`config.mk`:
```
export PLATFORM = sky130hd
export DESIGN_NAME = irq_stretch_ctrl
export DESIGN_NICKNAME = d
export VERILOG_FILES = /design/src/rtl/irq_pkg.sv /design/src/rtl/irq_host_regs.sv /design/src/rtl/irq_flag_sync.sv /design/src/rtl/irq_low_fill.sv /design/src/rtl/irq_pulse_stretch.sv /design/src/rtl/irq_stretch_ctrl.sv
export SDC_FILE = /design/constraint.sdc
export NUM_CORES = 1
export LEC_CHECK = 0
export BUFFER_PORTS_ARGS = -buffer_cell sky130_fd_sc_hd__buf_2
export CAP_MARGIN = 20
export CORE_ASPECT_RATIO = 0.7
export CORE_MARGIN = 4
export CORE_UTILIZATION = 35
export DETAILED_ROUTE_END_ITERATION = 10
export PLACE_DENSITY = 0.5
export SKIP_LAST_GASP = 1
export SYNTH_ARGS = -nofsm -noshare
export SYNTH_HDL_FRONTEND = slang
export SYNTH_SLANG_ARGS = --single-unit
```
`constraint.sdc`:
```
create_clock -name clk -period 1.8 [get_ports clk]
set_input_delay 0.36 -clock clk [delete_from_list [all_inputs] [get_ports clk]]
set_output_delay 0.36 -clock clk [all_outputs]
set_load 0.02 [all_outputs]
```
`src/rtl/irq_pkg.sv`:
```
package irq_pkg;
  localparam logic [2:0] ADDR_MASK_SET = 3'd0;
  localparam logic [2:0] ADDR_MASK_CLR = 3'd1;
  localparam logic [2:0] ADDR_TRIG     = 3'd2;
  localparam logic [2:0] ADDR_PLEN     = 3'd3;
  localparam logic [2:0] ADDR_LOWTH    = 3'd4;
  localparam logic [2:0] ADDR_HOLD     = 3'd5;
  localparam int unsigned LOW_FILL_BIT = 3;
endpackage

```
`src/rtl/irq_host_regs.sv`:
```
module irq_host_regs #(
  parameter int NUM_FLAGS = 32,
  parameter int CNT_W     = 6,
  parameter int FILL_W    = 8
) (
  input  logic                 clk,
  input  logic                 rst,
  input  logic                 wr_en,
  input  logic [2:0]           addr,
  input  logic [NUM_FLAGS-1:0] wdata,
  output logic [NUM_FLAGS-1:0] rdata,
  output logic [NUM_FLAGS-1:0] mask,
  output logic [NUM_FLAGS-1:0] trig_edge,
  output logic [CNT_W-1:0]     plen,
  output logic [FILL_W-1:0]    low_thr,
  output logic                 hold
);
  import irq_pkg::*;

  logic [NUM_FLAGS-1:0] rd_n;

  always_comb begin
    rd_n = '0;
    case (addr)
      ADDR_MASK_SET, ADDR_MASK_CLR: rd_n = mask;
      ADDR_TRIG:  rd_n = trig_edge;
      ADDR_PLEN:  rd_n[CNT_W-1:0] = plen;
      ADDR_LOWTH: rd_n[FILL_W-1:0] = low_thr;
      ADDR_HOLD:  rd_n[0] = hold;
      default:    rd_n = '0;
    endcase
  end

  always_ff @(posedge clk) begin
    if (rst) begin
      mask      <= '0;
      trig_edge <= '1;
      plen      <= '0;
      low_thr   <= '0;
      hold      <= 1'b0;
      rdata     <= '0;
    end else begin
      rdata <= rd_n;
      if (wr_en) begin
        case (addr)
          ADDR_MASK_SET: mask      <= mask | wdata;
          ADDR_MASK_CLR: mask      <= mask & ~wdata;
          ADDR_TRIG:     trig_edge <= wdata;
          ADDR_PLEN:     plen      <= wdata[CNT_W-1:0];
          ADDR_LOWTH:    low_thr   <= wdata[FILL_W-1:0];
          ADDR_HOLD:     hold      <= wdata[0];
          default: ;
        endcase
      end
    end
  end

  // set address turns on every written-one bit
  assert_mask_set_R2: assert property (@(posedge clk) disable iff (rst)
    (wr_en && addr == ADDR_MASK_SET) |=> ((mask & $past(wdata)) == $past(wdata)));
  // clear address turns off every written-one bit
  assert_mask_clr_R2: assert property (@(posedge clk) disable iff (rst)
    (wr_en && addr == ADDR_MASK_CLR) |=> ((mask & $past(wdata)) == '0));
endmodule

```
`src/rtl/irq_flag_sync.sv`:
```
module irq_flag_sync #(
  parameter int WIDTH = 32
) (
  input  logic             clk,
  input  logic             rst,
  input  logic [WIDTH-1:0] d_async,
  output logic [WIDTH-1:0] q_sync
);
  logic [WIDTH-1:0] stage1;

  always_ff @(posedge clk) begin
    if (rst) begin
      stage1 <= '0;
      q_sync <= '0;
    end else begin
      stage1 <= d_async;
      q_sync <= stage1;
    end
  end
endmodule

```
`src/rtl/irq_low_fill.sv`:
```
module irq_low_fill #(
  parameter int FILL_W = 8
) (
  input  logic              clk,
  input  logic              rst,
  input  logic [FILL_W-1:0] fill,
  input  logic [FILL_W-1:0] thr,
  input  logic              hold,
  output logic              low_q
);
  always_ff @(posedge clk) begin
    if (rst) low_q <= 1'b0;
    else     low_q <= (fill <= thr) | (hold & low_q);
  end

  // a set flag in hold mode stays set
  assert_hold_sticky_R9: assert property (@(posedge clk) disable iff (rst)
    (hold && low_q) |=> low_q);
endmodule

```
`src/rtl/irq_pulse_stretch.sv`:
```
module irq_pulse_stretch #(
  parameter int CNT_W = 6
) (
  input  logic             clk,
  input  logic             rst,
  input  logic             sync_in,
  input  logic             edge_mode,
  input  logic [CNT_W-1:0] plen,
  output logic             cond
);
  logic             prev;
  logic [CNT_W-1:0] cnt;
  logic             rise;

  assign rise = sync_in & ~prev;

  always_ff @(posedge clk) begin
    if (rst) begin
      prev <= 1'b0;
      cnt  <= '0;
    end else begin
      prev <= sync_in;
      if (rise)             cnt <= plen;
      else if (cnt != '0)   cnt <= cnt - 1'b1;
    end
  end

  assign cond = edge_mode ? (cnt != '0) : sync_in;

  // a zero length never starts a pulse
  assert_len0_quiet_R5: assert property (@(posedge clk) disable iff (rst)
    (plen == '0 && cnt == '0) |=> (cnt == '0));
  // an edge during a running pulse reloads the full length
  assert_restart_R6: assert property (@(posedge clk) disable iff (rst)
    (rise && cnt != '0) |=> (cnt == $past(plen)));
endmodule

```
`src/rtl/irq_stretch_ctrl.sv`:
```
module irq_stretch_ctrl #(
  parameter int NUM_FLAGS = 32,
  parameter int CNT_W     = 6,
  parameter int FILL_W    = 8
) (
  input  logic                 clk,
  input  logic                 rst,
  input  logic [NUM_FLAGS-1:0] flags_async,
  input  logic [FILL_W-1:0]    fifo_fill,
  input  logic                 wr_en,
  input  logic [2:0]           addr,
  input  logic [NUM_FLAGS-1:0] wdata,
  output logic [NUM_FLAGS-1:0] rdata,
  output logic                 irq_o
);
  import irq_pkg::*;

  logic [NUM_FLAGS-1:0] mask, trig_edge, raw, synced, cond;
  logic [CNT_W-1:0]     plen;
  logic [FILL_W-1:0]    low_thr;
  logic                 hold, low_q;

  irq_host_regs #(.NUM_FLAGS(NUM_FLAGS), .CNT_W(CNT_W), .FILL_W(FILL_W)) regs_i (
    .clk(clk), .rst(rst), .wr_en(wr_en), .addr(addr), .wdata(wdata),
    .rdata(rdata), .mask(mask), .trig_edge(trig_edge), .plen(plen),
    .low_thr(low_thr), .hold(hold)
  );

  irq_low_fill #(.FILL_W(FILL_W)) low_i (
    .clk(clk), .rst(rst), .fill(fifo_fill), .thr(low_thr), .hold(hold), .low_q(low_q)
  );

  always_comb begin
    raw = flags_async;
    raw[LOW_FILL_BIT] = low_q;
  end

  irq_flag_sync #(.WIDTH(NUM_FLAGS)) sync_i (
    .clk(clk), .rst(rst), .d_async(raw), .q_sync(synced)
  );

  for (genvar g = 0; g < NUM_FLAGS; g++) begin : g_flag
    irq_pulse_stretch #(.CNT_W(CNT_W)) stretch_i (
      .clk(clk), .rst(rst), .sync_in(synced[g]), .edge_mode(trig_edge[g]),
      .plen(plen), .cond(cond[g])
    );
  end

  always_ff @(posedge clk) begin
    if (rst) irq_o <= 1'b0;
    else     irq_o <= |(cond & mask);
  end

  // the request line needs at least one enabled source
  assert_irq_needs_mask_R7: assert property (@(posedge clk) disable iff (rst)
    irq_o |-> ($past(mask) != '0));
endmodule

```
==> results.json <==
{
  "critPathKind": "register to register",
  "synth_area_sq_um": 18000,
  "routed_via_density": 4.93,
  "powerDensity_nw_per_um2": 1950,
  "p_comb_share_pct": 49.5,
  "cts-root-buf": "clkbuf_16",
  "row_count": 69,
  "cts_num_sinks": 401,
  "p_seq_share_pct": 30.2,
  "fin_ws_ps": 9.18,
  "final_common_cell": "dfxtp_1",
  "swShare_pct": 36.9,
  "clk_pin_slew_ps": 60,
  "wire_per_inst_um": 16.2,
  "hold_viol_final": 0,
  "critPathRequiredTime_ps": 2210,
  "cellInternalPower_mw": 26.9,
  "max-cap-violations": 0,
  "period_share_pct": 99.5,
  "yosysTopAreaCell": "dfxtp_1",
  "switchingPower_mw": 15.7,
  "drt-pass1-iter-count": 5,
  "grtUsageMet2_pct": 27.4,
  "worst_hold_slack_ps": 26.2,
  "power.total_mw": 42.7,
  "cpMostUsedCell": "a41oi_1",
  "clock-skew-final_ps": 14.6,
  "ir_drop_mv": 0.712,
  "arrival_ps": 2200,
  "grt_pass1_wl_um": 79400,
  "leakage_nw": 9.26,
  "rsz0062_at_grt": "yes",
  "syn_nets": 2261,
  "crit_family": "simple AND/OR/NAND/NOR gates",
  "cts_tree": "yes",
  "synth-seq-cells": 401,
  "nNetsFinal": 2470,
  "avgSynthCellArea_sq_um": 8.51,
  "initial_core_util_pct": 35.4,
  "grt_max_degree": 62,
  "finalWirelength_um": 49000,
  "postCtsSetupBuffers": 0,
  "grtUsageMet1_pct": 25.6,
  "busiest_layer": "met2",
  "fp.dieArea_sq_um": 55100,
  "max_freq_mhz": 558,
  "ioPinCount": 111,
  "synth_cell_types": 36,
  "crit_slowest_cell": "dfxtp_1",
  "mostFrequentLayoutCells": "401 x dfxtp_1, 397 x nor2_1, 159 x a22oi_1",
  "synth_area_leaders": "dfxtp_1 45%, nor2_1 8.3%, a22oi_1 6.6%",
  "yosysSeqAreaShare_pct": 44.7,
  "endpoint_kind": "register",
  "drtIter0Drc": 930,
  "crit_chain": "nor3_1 > a41oi_1 > nor4_2 > and4_1 > a41oi_1",
  "finalMaxSlewViolations": 0,
  "layout_min_cycle_time_ps": 1790,
  "num_antenna_cells": 0,
  "placedCellCount": 2934,
  "die_height_um": 198,
  "grt_overflow": 0,
  "antenna_found_initial": 0,
  "setup_viol": 0,
  "outcome": "complete, no violations",
  "core_sq_um": 50800,
  "grt_usage_pct": 17.6,
  "ant_nets": 0,
  "portBuffers": 109,
  "gp_congestion": 0.844,
  "grtUsageMet3_pct": 2.97,
  "grt_pass1_vias": 14600,
  "crit_path_max_incr_delay_ps": 340,
  "final_cells": 3025,
  "path_max_fanout": 4,
  "drc": 0,
  "place_hpwl_um": 33100,
  "critical_path_buf_inv_count": 0,
  "worst_pin_slew_ps": 672,
  "yosys_warnings": 0,
  "slew_headroom_pct": 55.1,
  "hold_class": "input port to register",
  "syn2layout_area_growth_pct": 22.1,
  "synth_cells": 2111,
  "synth_top_area_share_pct": 44.7,
  "cts_made_buffers": 43,
  "startpoint_type": "register",
  "clkPwrFrac_pct": 20.2,
  "clkLatencyLatePin_ps": 550,
  "layout-drive-gt1-share_pct": 15.3,
  "cts.path.max_buffers": 3,
  "vias": 14900,
  "place_ws_ps": -98.5,
  "die_x_um": 279,
  "h-tree-depth": 2
}
==> worst register-to-register path: cells and delay by family (launching register included) <==
family	cells	cell delay (ps)
simple gates	3	930
flops	1	340
compound gates	2	370
==> layer usage <==
layer	share of wire, %	up-vias
li1	-	7568
met1	51	7060
met2	43	229
met3	4.3	65
met4	1.9	0
met5	0	-
==> synthesized netlist by cell type <==
| master | number |
|---|---|
| a211oi_1 | 65 |
| a21o_1 | 2 |
| a21oi_1 | 137 |
| a221oi_1 | 5 |
| a22oi_1 | 159 |
| a31oi_1 | 4 |
| a41oi_1 | 5 |
| and2_1 | 3 |
| and3_1 | 2 |
| and3b_1 | 25 |
| and3b_2 | 1 |
| and4_1 | 1 |
| buf_1 | 10 |
| buf_2 | 6 |
| clkbuf_1 | 110 |
| dfxtp_1 | 401 |
| ha_1 | 72 |
| inv_1 | 78 |
| mux2_2 | 1 |
| mux2i_1 | 8 |
| nand2_1 | 113 |
| nand2b_1 | 2 |
| nand3_1 | 39 |
| nand3b_1 | 60 |
| nand4_1 | 2 |
| nor2_1 | 398 |
| nor2b_1 | 134 |
| nor3_1 | 61 |
| nor3_2 | 3 |
| nor4_1 | 6 |
| nor4_2 | 1 |
| o21ai_0 | 35 |
| o22ai_1 | 1 |
| or4_1 | 1 |
| xnor2_1 | 128 |
| xor2_1 | 32 |
==> power by group through the flow <==
stage | registers, mW | clock network (mW) | logic [mW]
final | 12.9 | 8.63 | 21.1
after global routing | 13.2 | 9.32 | 24.2
after CTS | 12.9 | 8.94 | 21.2
after detailed placement | 13.0 | 0 | 20.9
after global placement | 13.0 | 0 | 20.5
after floorplan | 12.8 | 0 | 15.6
==> final timing paths <==
kind | depth (start not counted) | slack, ps | end | from
worst max-delay path | 5 | 9 | irq_o | g_flag[4].stretch_i.cnt[2]
worst max register to register | 5 | 9 | irq_o | g_flag[4].stretch_i.cnt[2]
worst min-delay path | 2 | 30 | sync_i.stage1[1] | flags_async[1]
worst min register to register | 1 | 430 | sync_i.q_sync[11] | sync_i.stage1[11]
==> metrics by stage <==
step	area [sq um]	util (%)	setup TNS (ps)
4_1_cts	21900	43.1	-10.1
3_3_place_gp	20300	40.1	-84.9
6_report	21900	43.2	0
5_1_grt	21900	43.2	-119
2_1_floorplan	18000	-	0
3_5_place_dp	20300	40.1	-98.5
==> sequential cells by signal (all words and copies together) (netlist names), named ones only <==
name / flops
g_flag.stretch_i.prev: 32
sync_i.stage1: 32
regs_i.low_thr: 8
g_flag.stretch_i.cnt: 192
sync_i.q_sync: 32
regs_i.rdata: 32
regs_i.hold: 1
irq_o: 1
regs_i.trig_edge: 32
low_i.low_q: 1
regs_i.plen: 6
==> area by class of cell <==
cell class | instances | area [sq um]
Clock buffer | 67 | 1320
Clock inverter | 9 | 51.3
Fill cell | 5128 | 28800
Inverter | 78 | 293
Multi-Input combinational cell | 1506 | 9230
Sequential cell | 401 | 8030
Tap cell | 674 | 843
Timing Repair Buffer | 290 | 2160
==> repair_timing <==
item	CTS	global route
hold buffers	15	0
setup endpoints to repair	1	1
gates resized for setup	5	6
pin swaps	0	2
endpoints found under the hold margin	15	0
==> kinds of logic (layout without fill, tap and decap cells) <==
| group | count (synthesis) | after routing | synth area share [%] |
|---|---|---|---|
| buffers and inverters | 204 | 444 | 4.31 |
| adder cells (fa/ha/maj) | 72 | 72 | 5.02 |
| flip-flops | 401 | 401 | 44.7 |
| XOR/XNOR | 160 | 160 | 7.80 |
| multiplexers | 9 | 9 | 0.509 |
| AND/OR/NAND/NOR | 852 | 852 | 22.8 |
| AO/OA/AOI/OAI | 413 | 413 | 14.9 |
No activity file was read; power rests on OpenSTA's default activity.
